File: config.mk
export PLATFORM = sky130hd
export DESIGN_NAME = vfifo_dma_throttle
export DESIGN_NICKNAME = d
export VERILOG_FILES = /design/src/rtl/vft_pkg.sv /design/src/rtl/vft_cfg_shadow.sv /design/src/rtl/vft_word_counter.sv /design/src/rtl/vft_req_gen.sv /design/src/rtl/vfifo_dma_throttle.sv
export SDC_FILE = /design/constraint.sdc
export NUM_CORES = 1
export LEC_CHECK = 0
export ABC_CLOCK_PERIOD_IN_PS = 4600
export BUFFER_PORTS_ARGS = -buffer_cell sky130_fd_sc_hd__buf_4
export CORE_MARGIN = 2
export CORE_UTILIZATION = 62
export DETAILED_ROUTE_END_ITERATION = 8
export PLACE_DENSITY = 0.84
export SLEW_MARGIN = 10
export SYNTH_ARGS = -nofsm -noshare
export SYNTH_HDL_FRONTEND = slang
export SYNTH_SLANG_ARGS = --single-unit
File: constraint.sdc
create_clock -name clk -period 4.6 [get_ports clk]
set_input_delay 0.46 -clock clk [delete_from_list [all_inputs] [get_ports clk]]
set_output_delay 0.46 -clock clk [all_outputs]
set_load 0.005 [all_outputs]
File: src/rtl/vft_pkg.sv
package vft_pkg;

   typedef enum logic {
      REQ_IDLE = 1'b0,
      REQ_FILL = 1'b1
   } req_state_e;

   function automatic int unsigned low_water(input int unsigned depth);
      return depth / 2;
   endfunction

endpackage

File: src/rtl/vft_cfg_shadow.sv
module vft_cfg_shadow #(
   parameter int unsigned WIDTH_W        = 13,
   parameter int unsigned PRE_W          = 2,
   parameter bit          HSYNC_ACT_HIGH = 1'b1,
   localparam int unsigned CFG_W         = WIDTH_W + 1 + PRE_W
) (
   input  logic               clk,
   input  logic               rst_n,
   input  logic               hsync,
   input  logic               cfg_we,
   input  logic [CFG_W-1:0]   cfg_wdata,
   output logic               line_start,
   output logic [WIDTH_W-1:0] width_nxt,
   output logic               enforce_nxt,
   output logic [WIDTH_W-1:0] width_q,
   output logic               enforce_q
);

   localparam int unsigned DIS_BIT = WIDTH_W;
   localparam int unsigned PRE_LSB = WIDTH_W + 1;

   logic             hs_on;
   logic             hs_q;
   logic [CFG_W-1:0] pend_q;
   logic [CFG_W-1:0] act_q;
   logic [CFG_W-1:0] act_nxt;

   generate
      if (HSYNC_ACT_HIGH) begin : g_hs_pos
         assign hs_on = hsync;
      end else begin : g_hs_neg
         assign hs_on = ~hsync;
      end
   endgenerate

   assign line_start = hs_on & ~hs_q;
   assign act_nxt    = line_start ? pend_q : act_q;

   always_ff @(posedge clk or negedge rst_n) begin
      if (!rst_n) begin
         hs_q   <= 1'b0;
         pend_q <= '0;
         act_q  <= '0;
      end else begin
         hs_q  <= hs_on;
         act_q <= act_nxt;
         if (cfg_we) pend_q <= cfg_wdata;
      end
   end

   assign width_nxt   = act_nxt[WIDTH_W-1:0];
   assign enforce_nxt = ~act_nxt[DIS_BIT] & (|act_nxt[PRE_LSB +: PRE_W]);
   assign width_q     = act_q[WIDTH_W-1:0];
   assign enforce_q   = ~act_q[DIS_BIT] & (|act_q[PRE_LSB +: PRE_W]);

   initial begin
      assert (WIDTH_W >= 2 && PRE_W >= 1)
         else $error("vft_cfg_shadow: field widths too small");
   end

   AST_CFG_HOLD: assert property (@(posedge clk) disable iff (!rst_n)
      !line_start |=> $stable(act_q));
   AST_CFG_LOAD: assert property (@(posedge clk) disable iff (!rst_n)
      line_start |=> act_q == $past(pend_q));

endmodule

File: src/rtl/vft_word_counter.sv
module vft_word_counter #(
   parameter int unsigned WIDTH_W = 13
) (
   input  logic               clk,
   input  logic               rst_n,
   input  logic               line_start,
   input  logic               dma_ack,
   output logic [WIDTH_W-1:0] cnt_q,
   output logic [WIDTH_W-1:0] cnt_nxt
);

   localparam logic [WIDTH_W-1:0] CNT_MAX = '1;

   always_comb begin
      if (line_start)
         cnt_nxt = '0;
      else if (dma_ack && cnt_q != CNT_MAX)
         cnt_nxt = cnt_q + 1'b1;
      else
         cnt_nxt = cnt_q;
   end

   always_ff @(posedge clk or negedge rst_n) begin
      if (!rst_n) cnt_q <= '0;
      else        cnt_q <= cnt_nxt;
   end

   AST_CNT_CLEAR: assert property (@(posedge clk) disable iff (!rst_n)
      line_start |=> cnt_q == '0);
   AST_CNT_STEP: assert property (@(posedge clk) disable iff (!rst_n)
      (!line_start && dma_ack && cnt_q != CNT_MAX)
         |=> cnt_q == $past(cnt_q) + 1'b1);
   AST_CNT_IDLE: assert property (@(posedge clk) disable iff (!rst_n)
      (!line_start && !dma_ack) |=> $stable(cnt_q));

endmodule

File: src/rtl/vft_req_gen.sv
module vft_req_gen
   import vft_pkg::*;
#(
   parameter int unsigned FIFO_DEPTH = 16,
   localparam int unsigned LVL_W     = $clog2(FIFO_DEPTH + 1)
) (
   input  logic             clk,
   input  logic             rst_n,
   input  logic [LVL_W-1:0] fifo_level,
   input  logic             inhibit_nxt,
   output logic             dma_req
);

   localparam logic [LVL_W-1:0] LOW_MARK  = LVL_W'(low_water(FIFO_DEPTH));
   localparam logic [LVL_W-1:0] FULL_MARK = LVL_W'(FIFO_DEPTH);

   req_state_e st_q, st_nxt;

   always_comb begin
      st_nxt = st_q;
      if (inhibit_nxt) begin
         st_nxt = REQ_IDLE;
      end else begin
         unique case (st_q)
            REQ_IDLE: if (fifo_level < LOW_MARK)   st_nxt = REQ_FILL;
            REQ_FILL: if (fifo_level >= FULL_MARK) st_nxt = REQ_IDLE;
            default:                               st_nxt = REQ_IDLE;
         endcase
      end
   end

   always_ff @(posedge clk or negedge rst_n) begin
      if (!rst_n) st_q <= REQ_IDLE;
      else        st_q <= st_nxt;
   end

   assign dma_req = (st_q == REQ_FILL);

   initial begin
      assert (FIFO_DEPTH >= 4 && FIFO_DEPTH % 2 == 0)
         else $error("vft_req_gen: FIFO_DEPTH must be even and at least 4");
   end

   AST_LOW_RAISE: assert property (@(posedge clk) disable iff (!rst_n)
      (fifo_level < LOW_MARK && !inhibit_nxt) |=> dma_req);
   AST_FULL_DROP: assert property (@(posedge clk) disable iff (!rst_n)
      fifo_level >= FULL_MARK |=> !dma_req);
   AST_MID_HOLD: assert property (@(posedge clk) disable iff (!rst_n)
      (!inhibit_nxt && fifo_level >= LOW_MARK && fifo_level < FULL_MARK)
         |=> dma_req == $past(dma_req));

endmodule

File: src/rtl/vfifo_dma_throttle.sv
module vfifo_dma_throttle #(
   parameter int unsigned WIDTH_W        = 13,
   parameter int unsigned PRE_W          = 2,
   parameter int unsigned FIFO_DEPTH     = 16,
   parameter bit          HSYNC_ACT_HIGH = 1'b1,
   localparam int unsigned LVL_W         = $clog2(FIFO_DEPTH + 1),
   localparam int unsigned CFG_W         = WIDTH_W + 1 + PRE_W
) (
   input  logic             clk,
   input  logic             rst_n,
   input  logic             hsync,
   input  logic [LVL_W-1:0] fifo_level,
   input  logic             cfg_we,
   input  logic [CFG_W-1:0] cfg_wdata,
   input  logic             dma_ack,
   output logic             dma_req
);

   logic               line_start;
   logic [WIDTH_W-1:0] width_nxt, width_q;
   logic               enforce_nxt, enforce_q;
   logic [WIDTH_W-1:0] cnt_q, cnt_nxt;
   logic               inhibit_nxt;

   vft_cfg_shadow #(
      .WIDTH_W        (WIDTH_W),
      .PRE_W          (PRE_W),
      .HSYNC_ACT_HIGH (HSYNC_ACT_HIGH)
   ) u_cfg (
      .clk         (clk),
      .rst_n       (rst_n),
      .hsync       (hsync),
      .cfg_we      (cfg_we),
      .cfg_wdata   (cfg_wdata),
      .line_start  (line_start),
      .width_nxt   (width_nxt),
      .enforce_nxt (enforce_nxt),
      .width_q     (width_q),
      .enforce_q   (enforce_q)
   );

   vft_word_counter #(
      .WIDTH_W (WIDTH_W)
   ) u_cnt (
      .clk        (clk),
      .rst_n      (rst_n),
      .line_start (line_start),
      .dma_ack    (dma_ack),
      .cnt_q      (cnt_q),
      .cnt_nxt    (cnt_nxt)
   );

   assign inhibit_nxt = enforce_nxt && (cnt_nxt >= width_nxt);

   vft_req_gen #(
      .FIFO_DEPTH (FIFO_DEPTH)
   ) u_req (
      .clk         (clk),
      .rst_n       (rst_n),
      .fifo_level  (fifo_level),
      .inhibit_nxt (inhibit_nxt),
      .dma_req     (dma_req)
   );

   AST_REQ_LIMIT: assert property (@(posedge clk) disable iff (!rst_n)
      (enforce_q && cnt_q >= width_q) |-> !dma_req);
   AST_BYPASS_FREE: assert property (@(posedge clk) disable iff (!rst_n)
      (!enforce_nxt && fifo_level < LVL_W'(FIFO_DEPTH / 2)) |=> dma_req);

endmodule

==> impl_metrics.tcl <==
set metrics [dict create \
    synthesis.instances 207 \
    rsz0062_at_grt "no" \
    h-tree-depth 2 \
    gp_congestion 0.842 \
    wl_met2_mm 2.19 \
    power_frac_comb_pct 17.6 \
    yosys_warnings 0 \
    synth-edff-count 0 \
    numCtsBuffers 5 \
    setup.worst_path.end_class "flip-flop" \
    cts_resized 0 \
    outcome "finished clean" \
    setup_viol 0 \
    p_per_area_nw_per_um2 339 \
    post_cts_buffers 0 \
    cts.clk_slew.worst_paths_ps 90 \
    synth-async-reset-ratio_pct 100 \
    finalCritPeriodShare_pct 59.8 \
    initial_core_util_pct 63.8 \
    drv_slew 0 \
    area_growth_pct 13.5 \
    cts_buffer_depth 2 \
    finalHoldViolations 0 \
    layout_commonest_cell "dfrtp_1" \
    cts-root-buf "clkbuf_8" \
    startpoint_type "flip-flop" \
    r2r-end "u_req.dma_req" \
    vias 1661 \
    slew_headroom_pct 62.0 \
    grt-ovfl-total 0 \
    netlist_area_sq_um 2300 \
    io-pin-count 27 \
    r2r_cells 9 \
    clock-skew-final_ps 5.05 \
    clock_latency_ps 300 \
    fmax_mhz 364 \
    worstMarginPinSlew_ps 566 \
    grt_max_degree 48 \
    hold_path_class "input port to asynchronous set/reset pin" \
    critical_path_arrival_ps 2950 \
    finalSetupTns_ps 0 \
    ys.flop_type "dfrtp_1" \
    grt_pass1_vias 1713 \
    layout_setup_ws_ps 1850 \
    grt_first_pass_wirelength_mm 7.87 \
    drive_gt1_share_pct 23.5 \
    critPathKind "flip-flop to flip-flop" \
    tritoncts "done" \
    ys_types 40 \
    p_int_mw 0.640 \
    utilization_pct 72.4 \
    crit_fanout 6 \
    switching_share_pct 27.7 \
    final_cell_mix "dfrtp_1 (47), buf_4 (25), nand2_1 (20), mux2_2 (16)" \
    fin_hold_ws_ps 149 \
    regToRegStartpoint "u_cnt.cnt_q[10]" \
    syn_nets 247 \
    dr_wl_met3_um 165 \
    ys_ff_latch 47 \
    die-area_sq_um 4210 \
    die-height_um 64.9 \
    drt_iter0_drc 84 \
    route.detailed.drc 0 \
    die_width_um 64.9 \
    ys_seq_area_share_pct 51.1 \
    p_sw_mw 0.246 \
    met1_length_mm 1.98 \
    routedWlPerCell_um 15.7 \
    dpl.hpwl_mm 3.20 \
    wl_mm 4.43 \
    pre_cts_ws_ps 1880 \
    post-route-min-period_ps 2750 \
    reg2reg_slack_ps 1850 \
    port_buffers 23 \
    fin_nets 273 \
    finalPower_mw 0.886 \
    ir_drop_v 0.000273 \
    highest_layer "met4" \
    holdBufCountCts 0 \
    clkPwrFrac_pct 27.4 \
    worstPathRequired_ps 4800 \
    leakagePower_nw 1.29 \
    antenna_found_initial 0 \
    grt_usage_pct 25.2 \
    postSynthAreaPerCell_sq_um 11.1 \
    maxCapViolCount 0 \
    ant_nets 0 \
    coreArea_sq_um 3610 \
    antenna_cells 0 \
    drtPass1Iterations 4 \
    vias_per_cell 5.89 \
    clock-sinks 47 \
    seqPwrFrac_pct 55.0 \
    rows 22 \
]
[flip-flops by register name, summed over array words and instances, names as in the netlist]
name and count:
u_cfg.hs_q 1, u_cfg.pend_q 16, u_cnt.cnt_q 13, u_cfg.act_q 16, u_req.dma_req 1
[metrics by stage]
stage,instance area [sq um],cells
after CTS,2610,282
after global routing,2610,282
after detailed placement,2520,274
after global placement,2520,274
final,2610,282
after floorplan,2300,207
[cell type report]
| type | count | area (sq um) |
|---|---|---|
| timing repair buffer | 25 | 188 |
| clock inverter | 2 | 12.5 |
| tap | 48 | 60.1 |
| inverter | 14 | 52.6 |
| multi-input combinational | 140 | 1050 |
| clock buffer | 6 | 72.6 |
| sequential | 47 | 1180 |
| fill | 265 | 996 |
[cells in the mapped netlist, drive strengths merged (3+ instances only)]
| master | count | area, sq um |
|---|---|---|
| dfrtp | 47 | 1180 |
| ha | 14 | 175 |
| a21oi | 10 | 50.1 |
| o21ai | 8 | 40.0 |
| or3 | 3 | 18.8 |
| mux2 | 16 | 180 |
| inv | 14 | 52.6 |
| nand3 | 4 | 20.0 |
| nor3 | 7 | 35.0 |
| nor2 | 8 | 30.0 |
| mux2i | 13 | 130 |
| and4 | 7 | 65.1 |
| nand4 | 5 | 37.5 |
| nand2 | 20 | 75.1 |
| clkbuf | 5 | 18.8 |
[worst max-delay path by stage]
stage / cells past startpoint / end / start / slack [ps]
after global placement: 9 / u_req.dma_req / u_cnt.cnt_q[9] / 1980
after floorplan: 10 / u_req.dma_req / u_cnt.cnt_q[0] / 2250
after CTS: 9 / u_req.dma_req / u_cnt.cnt_q[9] / 1870
after detailed placement: 9 / u_req.dma_req / u_cnt.cnt_q[10] / 1880
final: 9 / u_req.dma_req / u_cnt.cnt_q[10] / 1850
after global routing: 9 / u_req.dma_req / u_cnt.cnt_q[9] / 1480
[kinds of logic (layout without fill, tap and decap cells)]
logic type	Yosys count	count (layout)	synth area share, %
AO/OA/AOI/OAI	30	30	8.11
XOR/XNOR	2	2	0.762
adder cells (fa/ha/maj)	14	14	7.62
buffers and inverters	20	47	3.26
flip-flops	47	47	51.1
multiplexers	29	29	13.5
AND/OR/NAND/NOR	65	65	15.6
[per-layer routing]
layer / GRT usage (%) / up-vias
li1: - / 796
met1: 31.5 / 816
met2: 42.3 / 40
met3: 5.73 / 9
met4: 10.4 / 0
met5: 0 / -
[critical path, cell delays in order (launching register included)]
cell	delay, ps
dfrtp_1	440
nand4_1	260
o41ai_1	570
xor2_1	180
or2_2	310
ha_1	190
nor3b_1	130
o21ai_0	200
o2111ai_1	150
a41o_1	230
[power groups by stage]
stage | registers [mW] | clock network [mW] | logic [mW]
floorplan | 0.488 | 0 | 0.101
global placement | 0.493 | 0 | 0.143
detailed placement | 0.496 | 0 | 0.155
CTS | 0.487 | 0.246 | 0.158
global route | 0.495 | 0.267 | 0.179
finish | 0.487 | 0.243 | 0.156
Note: power is estimated with default switching activity, not from simulation.
